--- config.mk ---
export PLATFORM = sky130hd
export DESIGN_NAME = lvl_arbiter
export DESIGN_NICKNAME = d
export VERILOG_FILES = /design/src/rtl/lvl_arb_pkg.sv /design/src/rtl/lvl_arb_resolve.sv /design/src/rtl/lvl_arb_burst_cnt.sv /design/src/rtl/lvl_arbiter.sv
export SDC_FILE = /design/constraint.sdc
export NUM_CORES = 1
export LEC_CHECK = 0
export ABC_AREA = 1
export BUFFER_PORTS_ARGS = -buffer_cell sky130_fd_sc_hd__buf_2
export CORE_ASPECT_RATIO = 0.8
export CORE_MARGIN = 1
export CORE_UTILIZATION = 54
export DETAILED_ROUTE_END_ITERATION = 12
export PLACE_DENSITY = 0.81
export SETUP_SLACK_MARGIN = 0.5
export SLEW_MARGIN = 20
export SYNTH_ARGS = -nofsm -noshare
export SYNTH_HDL_FRONTEND = slang
export SYNTH_SLANG_ARGS = --single-unit
--- constraint.sdc ---
create_clock -name clk -period 4.1 [get_ports clk]
set_input_delay 0.205 -clock clk [delete_from_list [all_inputs] [get_ports clk]]
set_output_delay 0.205 -clock clk [all_outputs]
set_load 0.05 [all_outputs]
--- src/rtl/lvl_arb_pkg.sv ---
package lvl_arb_pkg;

  typedef enum logic [1:0] {
    ST_IDLE = 2'd0,
    ST_ARB  = 2'd1,
    ST_OWN  = 2'd2
  } arb_state_e;

endpackage

--- src/rtl/lvl_arb_resolve.sv ---
// Logical model of the open-drain level bus: bit by bit, from the MSB down,
// each still-contending requester drives its level bit; the line is the
// AND of all drivers, and a driver showing 1 against a 0 drops out.
module lvl_arb_resolve #(
  parameter int N_REQ = 16,
  parameter int LVL_W = 4
) (
  input  logic [N_REQ-1:0]       compete_i,
  input  logic [N_REQ*LVL_W-1:0] lvl_i,
  output logic [LVL_W-1:0]       bus_o,
  output logic [N_REQ-1:0]       win_oh_o
);

  logic [LVL_W-1:0] lv [N_REQ];
  logic [N_REQ-1:0] alive;
  logic [LVL_W-1:0] line;

  for (genvar g = 0; g < N_REQ; g++) begin : g_split
    assign lv[g] = lvl_i[g*LVL_W +: LVL_W];
  end

  always_comb begin
    alive = compete_i;
    line  = '1;
    for (int b = LVL_W - 1; b >= 0; b--) begin
      for (int i = 0; i < N_REQ; i++) begin
        if (alive[i] && !lv[i][b]) line[b] = 1'b0;
      end
      for (int i = 0; i < N_REQ; i++) begin
        if (alive[i] && lv[i][b] && !line[b]) alive[i] = 1'b0;
      end
    end
  end

  assign bus_o    = line;
  // equal levels can leave several survivors: keep the lowest index
  assign win_oh_o = alive & (~alive + N_REQ'(1));

endmodule

--- src/rtl/lvl_arb_burst_cnt.sv ---
// Counts owner transfers made under preempt during a burst tenure.
module lvl_arb_burst_cnt #(
  parameter int BURST_LIMIT = 8
) (
  input  logic clk,
  input  logic rst,
  input  logic clear_i,
  input  logic step_i,
  output logic last_o
);

  localparam int CW = $clog2(BURST_LIMIT + 1);

  logic [CW-1:0] cnt_q;

  always_ff @(posedge clk) begin
    if (rst || clear_i) cnt_q <= '0;
    else if (step_i)    cnt_q <= cnt_q + CW'(1);
  end

  assign last_o = step_i && (cnt_q == CW'(BURST_LIMIT - 1));

endmodule

--- src/rtl/lvl_arbiter.sv ---
module lvl_arbiter
  import lvl_arb_pkg::*;
#(
  parameter int N_REQ       = 16,
  parameter int LVL_W       = 4,
  parameter int SETTLE_CYC  = 2,
  parameter int BURST_LIMIT = 8
) (
  input  logic                   clk,
  input  logic                   rst,
  input  logic [N_REQ-1:0]       req_i,
  input  logic [N_REQ*LVL_W-1:0] lvl_i,
  input  logic                   preempt_n_i,
  input  logic                   burst_n_i,
  input  logic                   xfer_i,
  output logic                   arb_o,
  output logic                   grant_o,
  output logic [N_REQ-1:0]       gnt_o,
  output logic [LVL_W-1:0]       bus_lvl_o
);

  localparam int SW = $clog2(SETTLE_CYC + 1);

  arb_state_e       state_q;
  logic [SW-1:0]    settle_q;
  logic [N_REQ-1:0] served_q;
  logic [N_REQ-1:0] gnt_q;
  logic [LVL_W-1:0] lvl_q;

  logic [N_REQ-1:0] fresh, compete, res_oh;
  logic             fresh_any, compete_any;
  logic [LVL_W-1:0] res_lvl;
  logic             owner_req, preempt, in_burst, burst_last, release_now;

  // fairness: served masters sit out until no unserved requester remains
  assign fresh       = req_i & ~served_q;
  assign fresh_any   = |fresh;
  assign compete     = fresh_any ? fresh : req_i;
  assign compete_any = |compete;

  lvl_arb_resolve #(.N_REQ(N_REQ), .LVL_W(LVL_W)) u_resolve (
    .compete_i (compete),
    .lvl_i     (lvl_i),
    .bus_o     (res_lvl),
    .win_oh_o  (res_oh)
  );

  assign owner_req = |(gnt_q & req_i);
  assign preempt   = !preempt_n_i;
  assign in_burst  = !burst_n_i;

  lvl_arb_burst_cnt #(.BURST_LIMIT(BURST_LIMIT)) u_burst (
    .clk     (clk),
    .rst     (rst),
    .clear_i (state_q != ST_OWN),
    .step_i  ((state_q == ST_OWN) && preempt && in_burst && xfer_i),
    .last_o  (burst_last)
  );

  assign release_now = (state_q == ST_OWN) &&
                       (!owner_req || (preempt && !in_burst) || burst_last);

  always_ff @(posedge clk) begin
    if (rst) begin
      state_q  <= ST_IDLE;
      settle_q <= '0;
      served_q <= '0;
      gnt_q    <= '0;
      lvl_q    <= '1;
    end else begin
      case (state_q)
        ST_IDLE: begin
          if (compete_any) begin
            state_q  <= ST_ARB;
            settle_q <= '0;
            lvl_q    <= res_lvl;
          end
        end
        ST_ARB: begin
          if (!compete_any) begin
            state_q <= ST_IDLE;
            lvl_q   <= '1;
          end else if (settle_q == SW'(SETTLE_CYC - 1)) begin
            state_q  <= ST_OWN;
            gnt_q    <= res_oh;
            lvl_q    <= res_lvl;
            served_q <= (fresh_any ? served_q : '0) | res_oh;
          end else begin
            settle_q <= settle_q + SW'(1);
            lvl_q    <= res_lvl;
          end
        end
        ST_OWN: begin
          if (release_now) begin
            state_q <= ST_IDLE;
            gnt_q   <= '0;
            lvl_q   <= '1;
          end
        end
        default: begin
          state_q <= ST_IDLE;
          gnt_q   <= '0;
          lvl_q   <= '1;
        end
      endcase
    end
  end

  assign arb_o     = (state_q == ST_ARB);
  assign grant_o   = (state_q == ST_OWN);
  assign gnt_o     = gnt_q;
  assign bus_lvl_o = lvl_q;

endmodule

==> results of run 1 <==
[cell usage after synthesis]
library cell     n  share of area [%]
a21oi_1         44                5.4
a221oi_1         4               0.87
a22o_1           4               0.87
and3_1           1               0.15
buf_2            3               0.37
buf_4            1               0.19
buf_6            3               0.83
clkbuf_1         3               0.28
dfxtp_1         44                 22
dlygate4sd1_1    3               0.65
ha_1             2               0.62
inv_1          151                 14
inv_2            3               0.28
nand2_1        219                 20
nand2_2         13                2.0
nand3_1         73                9.0
nand3_2          2               0.49
nand3_4          1               0.43
nand3b_1         6                1.1
nand4_1          6               0.93
nand4_4          2                1.1
nor2_1          85                7.9
nor2_2           9                1.4
nor2_4           3               0.83
nor3_1           1               0.12
nor3b_1          1               0.19
nor4_1           4               0.62
o2111ai_1        1               0.22
o211ai_1         1               0.19
o21ai_0         23                2.8
o21ai_1         28                3.5
or2_2            4               0.62
[per-stage QoR]
| step | TNS, ns | hold slack, ns | util [%] | area, sq um | setup WS (ns) |
|---|---|---|---|---|---|
| floorplan | 0 | 0.329 | - | 4250 | 0.376 |
| global placement | -14.47 | 0.432 | 77.0 | 5440 | -0.662 |
| CTS | -8.39 | 0.366 | 90.3 | 6380 | -0.345 |
| detailed placement | -17.54 | 0.439 | 77.0 | 5440 | -0.743 |
[what timing repair did]
| action | CTS |
|---|---|
| setup buffers | 39 |
| gates cloned | 7 |
| setup endpoints to repair | 33 |
| gates resized for setup | 125 |
| pin swaps | 77 |
[cells by family after synthesis]
| kind of cell | share of synthesized area (%) |
|---|---|
| simple gates | 47.2 |
| buf+inv | 16.6 |
| compound gates | 13.9 |
| flops | 21.8 |
| fa+ha+maj | 0.618 |
[layer usage]
metal	overflow	GRT usage, %
met3	7	66.0
met5	0	28.0
met4	90	104
met1	4	82.9
met2	324	121
==> results.ini, run 1 <==
[place]
dp.cells=1012
place.gp.congestion=0.973
hpwl_um=11900
io_buffers=106

[yosys]
yosysSeqAreaShare_pct=21.8
synth_cell_types=32
yosys_warnings=0
yosys_register_bits=44
syn_inst=748
synth_area_per_cell_sq_um=5.41
syn_nets=835
synth.cell_area_sq_um=4050

[floorplan]
die_h_um=79.5
start_util_pct=57.3
die_width_um=98.8
rows=27
ios=107

[clock_network]
cts_max_level=2
clockBufferDepth=2
cts_hold_buf=0
clock-root-buffer=clkbuf_8
cts_made_buffers=5
clkSinkCount=44

[status]
status=stopped before the end
error=[ERROR GRT-0232] Routing congestion too high. Check the congestion heatmap in the GUI.
lastStage=global routing (5_1_grt)

[global_route]
grt_max_degree=39
track_usage_pct=90.9
grt-ovfl-total=425

[sta]
worst-ep-kind=register input
postGrtWorstEndpoint=served_q[14]$_SDFFE_PP0P_/D

==> inputs of run 2 (changes only) <==
Settings changed: CORE_ASPECT_RATIO 0.8 to not set, CORE_UTILIZATION 54 to 40, PLACE_DENSITY 0.81 to not set, PLACE_DENSITY_LB_ADDON set to 0.15, SETUP_SLACK_MARGIN 0.5 to not set.
==> run 2 against run 1 <==
The flow now finishes, with violations (negative setup slack). Area after synthesis unchanged. Synthesized cell count unchanged.
==> results.ini, run 2 <==
[finish]
diodes=0
design_area_sq_um=6670
final_util_pct=68.3
synthToLayoutAreaGrowth_pct=64.8
drive_above_1_share_pct=45.2
finalNetCount=1061
layout_commonest_cell=nand2_1
final_cell_mix=150 x nand2_1, 149 x inv_1, 113 x buf_4

[yosys]
syn_nets=835  ; unchanged
synth_edf_count=0  ; unchanged
yosysSeqAreaShare_pct=21.8  ; unchanged
async_reset_ff_share_pct=0  ; unchanged
ys_top_cells_by_area=dfxtp_1 22%, nand2_1 20%, inv_1 14%
synth_area_per_cell_sq_um=5.41  ; unchanged
yosys_warnings=0  ; unchanged
synth_largest_area_cell=dfxtp_1
synth_cell_types=32  ; unchanged
synth_commonest_cells=219 x nand2_1, 151 x inv_1, 85 x nor2_1
syn_inst=748  ; unchanged
synthFlopType=dfxtp_1
post-synth-top-count-cell=nand2_1
yosysTopAreaCellShare_pct=21.8  ; unchanged
yosys_register_bits=44  ; unchanged
synth.cell_area_sq_um=4050  ; unchanged

[sta]
period_share_pct=114
min_period_ns=4.66
setup_viol=33
max_clock_freq_mhz=215
finalHoldViolCount=0
rsz0062_at_grt=true
max_slew_margin_pct=47.8
worst_slack_ns=-0.562
fin_skew_ns=0.00558
hold_ws_ns=0.325
slew_violations=0
tightest_slew_ns=0.783

[floorplan]
ios=107  ; unchanged
die_width_um=103  ; +3.8%
dieArea_sq_um=10500
start_util_pct=41.4  ; -16 points
rows=36  ; +33%
core-area_sq_um=9770
die_h_um=103  ; +29%

[run]
drv_cap=0

[min_path]
hp-start=xfer_i
min_to=u_burst.cnt_q[1]
min_path_type=input pin to flip-flop
holdPathStages=4

[setup_path]
cp.required_ns=4.26
reg2reg_to=gnt_o[10]
cp-end-kind=flip-flop
rrSetupSlack_ns=-0.56
crit_path_max_incr_delay_ns=0.35
start_kind=flip-flop
worst_r2r_path_depth=39
path_common_cell=nand2_2
reg2reg_from=served_q[15]
crit_slowest_cell=dfxtp_2
crit_fanout=8
worstPathArrival_ns=4.82
crit_type=flip-flop to flip-flop

[clock_network]
clk_latency_ns=0.31
clockBufferDepth=2  ; unchanged
cts_hold_buf=0  ; unchanged
cts_made_buffers=5  ; unchanged
clkSinkCount=44  ; unchanged
cts_tree=yes
clk_pin_slew_ns=0.10
clock-root-buffer=clkbuf_8
cts_max_level=2  ; unchanged

[place]
pre_cts_slack_ns=-0.651  ; +0.0916 ns
dpl_cell_area_sq_um=5400  ; -0.60%
hpwl_um=12600  ; +5.9%
place.gp.congestion=0.998  ; +2.5%
io_buffers=106  ; unchanged

[detailed_routing]
routed_wl_um=17000
drc=0
vias_per_cell=5.13
final_antenna_net_count=0
wl_per_cell_um=15.3
firstDrtPassIters=5
drt_iter0_drc=380
dr_total_vias=5688

[power_and_ir_drop]
finalPower_w=0.00150
irDropWorstVdd_v=0.000208
leakage_nw=3.59
power_density_nw_per_um2=225

[status]
status=finished with violations
violations=negative setup slack

[global_route]
antenna_found_initial=0
grt_pass1_vias=5088
grt_max_degree=39
grt-ovfl-total=0
track_usage_pct=29.4
grt_pass1_wl_um=24000

run 2: cell counts after synthesis:
Identical to the previous run, type by type.
run 2: worst max-delay path by stage:
stage,start,to,cells past startpoint
after global placement,served_q[7],served_q[9],38
after floorplan,served_q[1],served_q[14],38
after CTS,served_q[2],gnt_o[10],37
final,served_q[15],gnt_o[10],39
after global routing,served_q[15],served_q[12],40
after detailed placement,served_q[11],served_q[9],38
run 2: metal layers:
| metal | GRT usage [%] | part of all wire, % | vias to the layer above |
|---|---|---|---|
| met4 | 5.71 | 1.8 | 0 |
| met2 | 50.1 | 48 | 230 |
| met3 | 3.12 | 6.5 | 25 |
| met1 | 40.1 | 44 | 2637 |
| li1 | - | - | 2796 |
| met5 | 0 | 0 | - |
run 2: stage by stage:
| step | instances | TNS, ns |
|---|---|---|
| 5_1_grt | 1108 | -23.03 |
| 4_1_cts | 1083 | -7.47 |
| 6_report | 1108 | -15.90 |
| 2_1_floorplan | 748 | 0 |
| 3_3_place_gp | 1069 | -14.66 |
| 3_5_place_dp | 1069 | -17.18 |
run 2: cell families (layout without fill, tap and decap cells):
family,count (synthesis),after routing,synth area share [%]
compound gates,105,105,13.9
fa+ha+maj,2,2,0.618
buf+inv,167,391,16.6
flops,44,44,21.8
simple gates,430,433,47.2
run 2: area by class of cell:
class / count / area (sq um)
fillers: 884 / 3100
clock inverters: 3 / 46.3
inverters: 154 / 578
clock buffers: 5 / 68.8
multi-input cells: 540 / 3350
well taps: 133 / 166
repair buffers: 229 / 1570
flip-flops and latches: 44 / 891
run 2: repair_timing:
| item | 4_1_cts | 5_1_grt |
|---|---|---|
| gates resized for setup | 62 | 165 |
| pin swaps | 12 | 61 |
| setup endpoints to repair | 33 | 33 |
| gates cloned | 2 | 4 |
| setup buffers | 4 | 21 |
| endpoints found under the hold margin | 0 | 0 |
run 2: power breakdown:
group          internal (W)  switching (W)  leakage, nW
registers          0.000439     0.00000685        0.361
logic              0.000276       0.000422         3.17
clock network      0.000184       0.000172       0.0548
run 2: worst max-delay path: cells and delay by family, from the launching register on:
family	cells	cell delay [ns]
compound gates	3	0.33
flops	1	0.35
buf+inv	6	0.63
simple gates	30	3.18
Note: power is estimated with default switching activity, not from simulation.
==> inputs of run 3 (changes only) <==
Clock period 4.1 ns to 4.7 ns, I/O delays scaled along.
==> run 3 against run 2 <==
The run now ends clean. Global-route usage down 2.8 points. Non-clock buffer count down 74. Power down 19%.
==> results.ini, run 3 (synthesis results as in run 2) <==
[setup_path]
worstPathArrival_ns=4.75  ; -0.07 ns
crit_fanout=8  ; unchanged
cp-end-kind=flip-flop
crit_path_max_incr_delay_ns=0.34  ; about the same
crit_type=flip-flop to flip-flop
rrSetupSlack_ns=0.11  ; +0.68 ns
cp.required_ns=4.86  ; +0.60 ns
start_kind=flip-flop
crit_slowest_cell=dfxtp_2
worst_r2r_path_depth=35  ; -10%
reg2reg_to=served_q[12]
reg2reg_from=served_q[14]

[global_route]
grt_pass1_wl_um=21600  ; -9.9%
track_usage_pct=26.6  ; -2.8 points
antenna_found_initial=0  ; unchanged
grt_max_degree=39  ; unchanged
grt-ovfl-total=0  ; unchanged
grt_pass1_vias=4625  ; -9.1%

[finish]
fill_cells=985  ; +11%
multiInputGateArea_sq_um=3200  ; -4.6%
synthToLayoutAreaGrowth_pct=46.6
fin_cells=1034  ; -6.7%
layout_commonest_cell=nand2_1
final_cell_mix=168 x nand2_1, 151 x inv_1, 106 x buf_2
diodes=0  ; unchanged
drive_above_1_share_pct=37.2  ; -8.0 points
regArea_sq_um=895  ; +0.42%
finalNetCount=987  ; -7.0%
final_util_pct=60.7  ; -7.5 points

[clock_network]
clk_latency_ns=0.30  ; about the same
cts_hold_buf=0  ; unchanged
cts_tree=yes
clockBufferDepth=2  ; unchanged
clkSinkCount=44  ; unchanged
cts_made_buffers=5  ; unchanged
cts_max_level=2  ; unchanged
clock-root-buffer=clkbuf_8
clk_pin_slew_ns=0.09  ; about the same

[floorplan]
ios=107  ; unchanged
start_util_pct=41.4  ; unchanged
die_width_um=103  ; unchanged
die_h_um=103  ; unchanged
dieArea_sq_um=10500  ; unchanged
rows=36  ; unchanged
core-area_sq_um=9770  ; unchanged

[power_and_ir_drop]
leakage_nw=3.15  ; -12%
irDropWorstVdd_v=0.000133  ; -36%
power_density_nw_per_um2=205  ; -8.7%

[place]
hpwl_um=11600  ; -8.0%
place.gp.congestion=0.966  ; -3.1%
dp.cells=1005  ; -6.0%
io_buffers=106  ; unchanged

[detailed_routing]
drt_iter0_drc=334  ; -12%
drc=0  ; unchanged
dr_total_vias=5322  ; -6.4%
firstDrtPassIters=6  ; +1
routed_wl_um=15300  ; -9.9%
wl_per_cell_um=14.8  ; -3.4%
vias_per_cell=5.15  ; +0.26%
final_antenna_net_count=0  ; unchanged

[min_path]
min_to=u_burst.cnt_q[1]
hp-start=xfer_i
holdPathStages=4  ; unchanged
min_path_type=input pin to flip-flop

[sta]
slew_violations=0  ; unchanged
setup_viol=0  ; -100%
period_share_pct=97.6  ; -16 points
rsz0062_at_grt=true
finalHoldViolCount=0  ; unchanged
max_clock_freq_mhz=218  ; +1.6%
fin_skew_ns=0.00592  ; +0.000339 ns
max_slew_margin_pct=49.7  ; +2.0 points
min_period_ns=4.59  ; -0.0751 ns
tightest_slew_ns=0.754  ; -0.0293 ns

[status]
status=finished, final reports clean

[run]
drv_cap=0  ; unchanged

## run 3: changes by cell type in the layout (fill, tap and decap cells not counted), moves of 4 or more
cell,delta
nor2_2,-8
o21ai_2,-6
nor2_1,+4
nand2_4,-13
nor2_4,+4
buf_4,-72
nand2_1,+18
## run 3: repair_timing
action,CTS,global route
endpoints found under the setup margin,18,32
pin swaps,1,60
buffers inserted,1,14
endpoints found under the hold margin,0,0
cloned,1,5
resized for setup,11,179
## run 3: per-layer routing
metal,part of all wire (%),routed length (um),up-vias,GRT usage (%)
met5,0,0,-,0
met4,1.8,274,0,5.93
met3,7.2,1100,27,3.80
met2,47,7220,212,45.4
met1,44,6680,2438,35.2
li1,-,-,2645,-
## run 3: layout make-up
cell class	count	area share, %
clock buffers	6	1.22
clock inverters	2	0.590
inverters	154	9.78
multi-input cells	540	53.9
flip-flops and latches	44	15.1
well taps	133	2.80
repair buffers	155	16.6
## run 3: worst max-delay path by stage
stage / from / endpoint / slack, ns / cells after the start
3_5_place_dp: req_i[11] / served_q[13] / -0.12 / 36
3_3_place_gp: req_i[0] / gnt_o[13] / -0.16 / 36
6_report: served_q[14] / served_q[12] / 0.11 / 35
2_1_floorplan: served_q[1] / served_q[14] / 0.95 / 38
5_1_grt: served_q[14] / served_q[12] / -0.16 / 37
4_1_cts: served_q[3] / served_q[13] / 0.003 / 36
## run 3: per-stage QoR
| stage | setup TNS (ns) | hold WS, ns | total power (W) | area (sq um) | setup slack (ns) |
|---|---|---|---|---|---|
| after global placement | -1.63 | 0.434 | 0.000781 | 4900 | -0.160 |
| after floorplan | 0 | 0.359 | 0.000649 | 4050 | 0.949 |
| after detailed placement | -0.958 | 0.447 | 0.000784 | 4900 | -0.123 |
| after CTS | 0 | 0.357 | 0.00108 | 5060 | 0.00337 |
| after global routing | -3.22 | 0.411 | 0.00128 | 5930 | -0.159 |
| final | 0 | 0.356 | 0.00122 | 5930 | 0.113 |
## run 3: critical path, delay by kind of cell (launching register included)
family	cells	cell delay, ns
compound gates	3	0.35
buf+inv	3	0.33
flops	1	0.34
simple gates	29	3.41
## run 3: report_power, final
| group | internal (W) | switching, W | total [W] | leakage, nW |
|---|---|---|---|---|
| logic | 0.000191 | 0.000342 | 0.000533 | 2.73 |
| registers | 0.000383 | 0.00000668 | 0.000389 | 0.362 |
| clock network | 0.000158 | 0.000137 | 0.000295 | 0.0552 |
| total | 0.000732 | 0.000486 | 0.00122 | 3.15 |
==> inputs of run 4 (changes only) <==
Settings changed: ABC_AREA 1 to not set.
==> run 4 against run 3 <==
The run now ends with negative setup slack left. Global-route usage grew 12 points. Critical path depth shrank 14. Via count grew 14%. Maximum frequency shrank 5.3%. Core utilization grew 3.0 points.
==> results.ini, run 4 <==
[status]
status=finished with violations
violations=negative setup slack

[sta]
slew_violations=0  ; unchanged
setup_viol=19  ; +19
rsz0062_at_grt=true
worst_slack_ns=-0.142  ; -0.255 ns
tightest_slew_ns=0.926  ; +0.172 ns
max_slew_margin_pct=38.3  ; -11 points
max_clock_freq_mhz=207  ; -5.3%
finalHoldViolCount=0  ; unchanged
min_period_ns=4.84  ; +0.255 ns
fin_skew_ns=0.00866  ; +0.00275 ns
period_share_pct=103  ; +5.4 points

[power_and_ir_drop]
finalPower_w=0.00132  ; +8.7%
leakage_nw=2.77  ; -12%
irDropWorstVdd_v=0.000201  ; +51%
power_density_nw_per_um2=201  ; -2.0%

[yosys]
yosysSeqAreaShare_pct=20.6  ; -1.2 points
yosys_warnings=0  ; unchanged
synth-xor-area-share_pct=0.614  ; +0.61 points
synth_fa_ha_area_share_pct=0.585  ; -0.033 points
synth_cell_types=84  ; +160%
synth_largest_area_cell=dfxtp_1
synth_commonest_cells=62 x nand2_1, 49 x nor2_1, 44 x a21oi_1, 44 x dfxtp_1, 27 x inv_1
muxShareOfSynthArea_pct=0.468  ; +0.47 points
yosysTopAreaCellShare_pct=20.6  ; -1.2 points
synth_edf_count=0  ; unchanged
synth.cell_area_sq_um=4280  ; +5.6%
syn_nets=667  ; -20%
synthFlopType=dfxtp_1
ys_top_cells_by_area=dfxtp_1 21%, nand2_1 5.4%, a21oi_1 5.1%
async_reset_ff_share_pct=0  ; unchanged
syn_inst=580  ; -22%
yosys_register_bits=44  ; unchanged
synth_top_family_by_area=compound AO/OA/AOI/OAI gates
post-synth-top-count-cell=nand2_1
synthSimpleGateAreaFrac_pct=32.7  ; -14 points
synth_area_per_cell_sq_um=7.37  ; +36%
synth_compound_area_share_pct=40.0  ; +26 points

[clock_network]
cts_hold_buf=0  ; unchanged
clockBufferDepth=2  ; unchanged
clock-root-buffer=clkbuf_8
clkSinkCount=44  ; unchanged
clk_pin_slew_ns=0.09  ; about the same
clk_latency_ns=0.30  ; about the same
cts_made_buffers=5  ; unchanged
cts_tree=yes
cts_max_level=2  ; unchanged

[setup_path]
cp.required_ns=4.89  ; +0.03 ns
crit_type=flip-flop to flip-flop
start_kind=flip-flop
cp-end-kind=flip-flop
worstPathArrival_ns=5.04  ; +0.29 ns
crit_fanout=10  ; +2

[finish]
diodes=0  ; unchanged
final_cell_mix=136 x buf_4, 106 x buf_2, 60 x nand2_1
drive_above_1_share_pct=43.2  ; +6.0 points
layout_commonest_cell=buf_4
multiInputGateArea_sq_um=3630  ; +13%
regArea_sq_um=883  ; -1.3%
fill_cells=909  ; -7.7%
finalNetCount=908  ; -8.0%
synthToLayoutAreaGrowth_pct=53.8

[floorplan]
start_util_pct=41.4  ; about the same
die_width_um=105  ; +2.7%
ios=107  ; unchanged
dieArea_sq_um=11100  ; +5.5%
core-area_sq_um=10300  ; +5.6%
rows=37  ; +2.8%
die_h_um=105  ; +2.7%

[global_route]
grt_pass1_wl_um=32700  ; +51%
track_usage_pct=38.8  ; +12 points
grt_pass1_vias=5750  ; +24%
grt_max_degree=30  ; -23%
grt-ovfl-total=0  ; unchanged
antenna_found_initial=0  ; unchanged

[detailed_routing]
routed_wl_um=21900  ; +43%
drc=0  ; unchanged
dr_total_vias=6058  ; +14%
wl_per_cell_um=22.9  ; +55%
final_antenna_net_count=0  ; unchanged
vias_per_cell=6.32  ; +23%
firstDrtPassIters=6  ; unchanged
drt_iter0_drc=553  ; +66%

[place]
place.gp.congestion=1.04  ; +7.9%
hpwl_um=17700  ; +52%
io_buffers=106  ; unchanged
pre_cts_slack_ns=-0.545  ; -0.422 ns

[run]
drv_cap=0  ; unchanged

[min_path]
min_path_type=input pin to flip-flop

[run 4: cell types whose count changed after synthesis, moves of 12 or more]
cell,previous run,this run
a21o_1,0,18
a22oi_1,0,18
inv_1,151,27
nand2_1,219,62
nand2_2,13,1
nand2b_1,0,25
nand3_1,73,13
nor2_1,85,49
nor2b_1,0,12
nor3_1,1,18
o21ai_1,28,8
[run 4: cell type report]
cell class	instances	share of cell area, %
multi-input cells	491	55.2
repair buffers	252	25.5
flip-flops and latches	44	13.4
well taps	136	2.59
inverters	27	1.54
clock buffers	5	1.05
clock inverters	3	0.704
[run 4: critical path: stages, from the launching register on]
cell	delay (ns)
dfxtp_2	0.33
and2b_1	0.20
a2111oi_4	0.37
nand4_2	0.17
buf_6	0.18
buf_6	0.15
a21oi_4	0.15
nor4_2	0.07
buf_4	0.15
nand4_4	0.10
buf_6	0.13
a21o_1	0.13
nor3_1	0.05
or4_4	0.48
a2111o_1	0.32
or3_4	0.36
buf_8	0.16
a221oi_4	0.28
o211ai_1	0.21
and4bb_2	0.34
and2_4	0.18
a32o_1	0.22
[run 4: metrics by stage]
stage                     util (%)  TNS [ns]  area (sq um)  hold slack, ns  std cells
after floorplan                  -         0          4280           0.425        580
after global routing          63.7     -6.63          6580           0.346        958
after detailed placement      56.7     -9.84          5860           0.455        936
after global placement        56.7     -7.76          5860           0.444        936
after CTS                     61.0         0          6290           0.323        953
final                         63.7     -1.40          6580           0.335        958
[run 4: repair_timing]
item                                    4_1_cts  5_1_grt
endpoints found under the setup margin       32       32
buffers inserted                              9        5
gates resized for setup                      51       51
pin swaps                                    19       15
[run 4: power breakdown]
group | leakage (nW) | internal (W) | switching [W]
clock network | 0.0548 | 0.000160 | 0.000144
registers | 0.357 | 0.000381 | 0.00000614
logic | 2.36 | 0.000273 | 0.000359
total | 2.77 | 0.000814 | 0.000509
[run 4: cell families after synthesis]
kind of cell    count (synthesis)
fa+ha+maj                       2
buf+inv                        45
flops                          44
xor+xnor                        3
compound gates                226
simple gates                  258
mux                             2
[run 4: worst paths after layout]
kind                startpoint               end  slack (ns)  depth (start not counted)
hold / removal     preempt_n_i  u_burst.cnt_q[0]        0.34                          4
setup / recovery   served_q[8]         gnt_o[12]       -0.14                         21
hold reg to reg   served_q[13]      served_q[13]        0.46                          2
setup reg to reg   served_q[8]         gnt_o[12]       -0.14                         21
[run 4: per-layer routing]
layer | vias up | global-route usage (%) | share of wire, %
met3 | 86 | 10.3 | 11
met1 | 2834 | 49.3 | 40
met2 | 406 | 62.4 | 45
li1 | 2732 | - | -
met4 | 0 | 15.2 | 4.3
met5 | - | 0 | 0
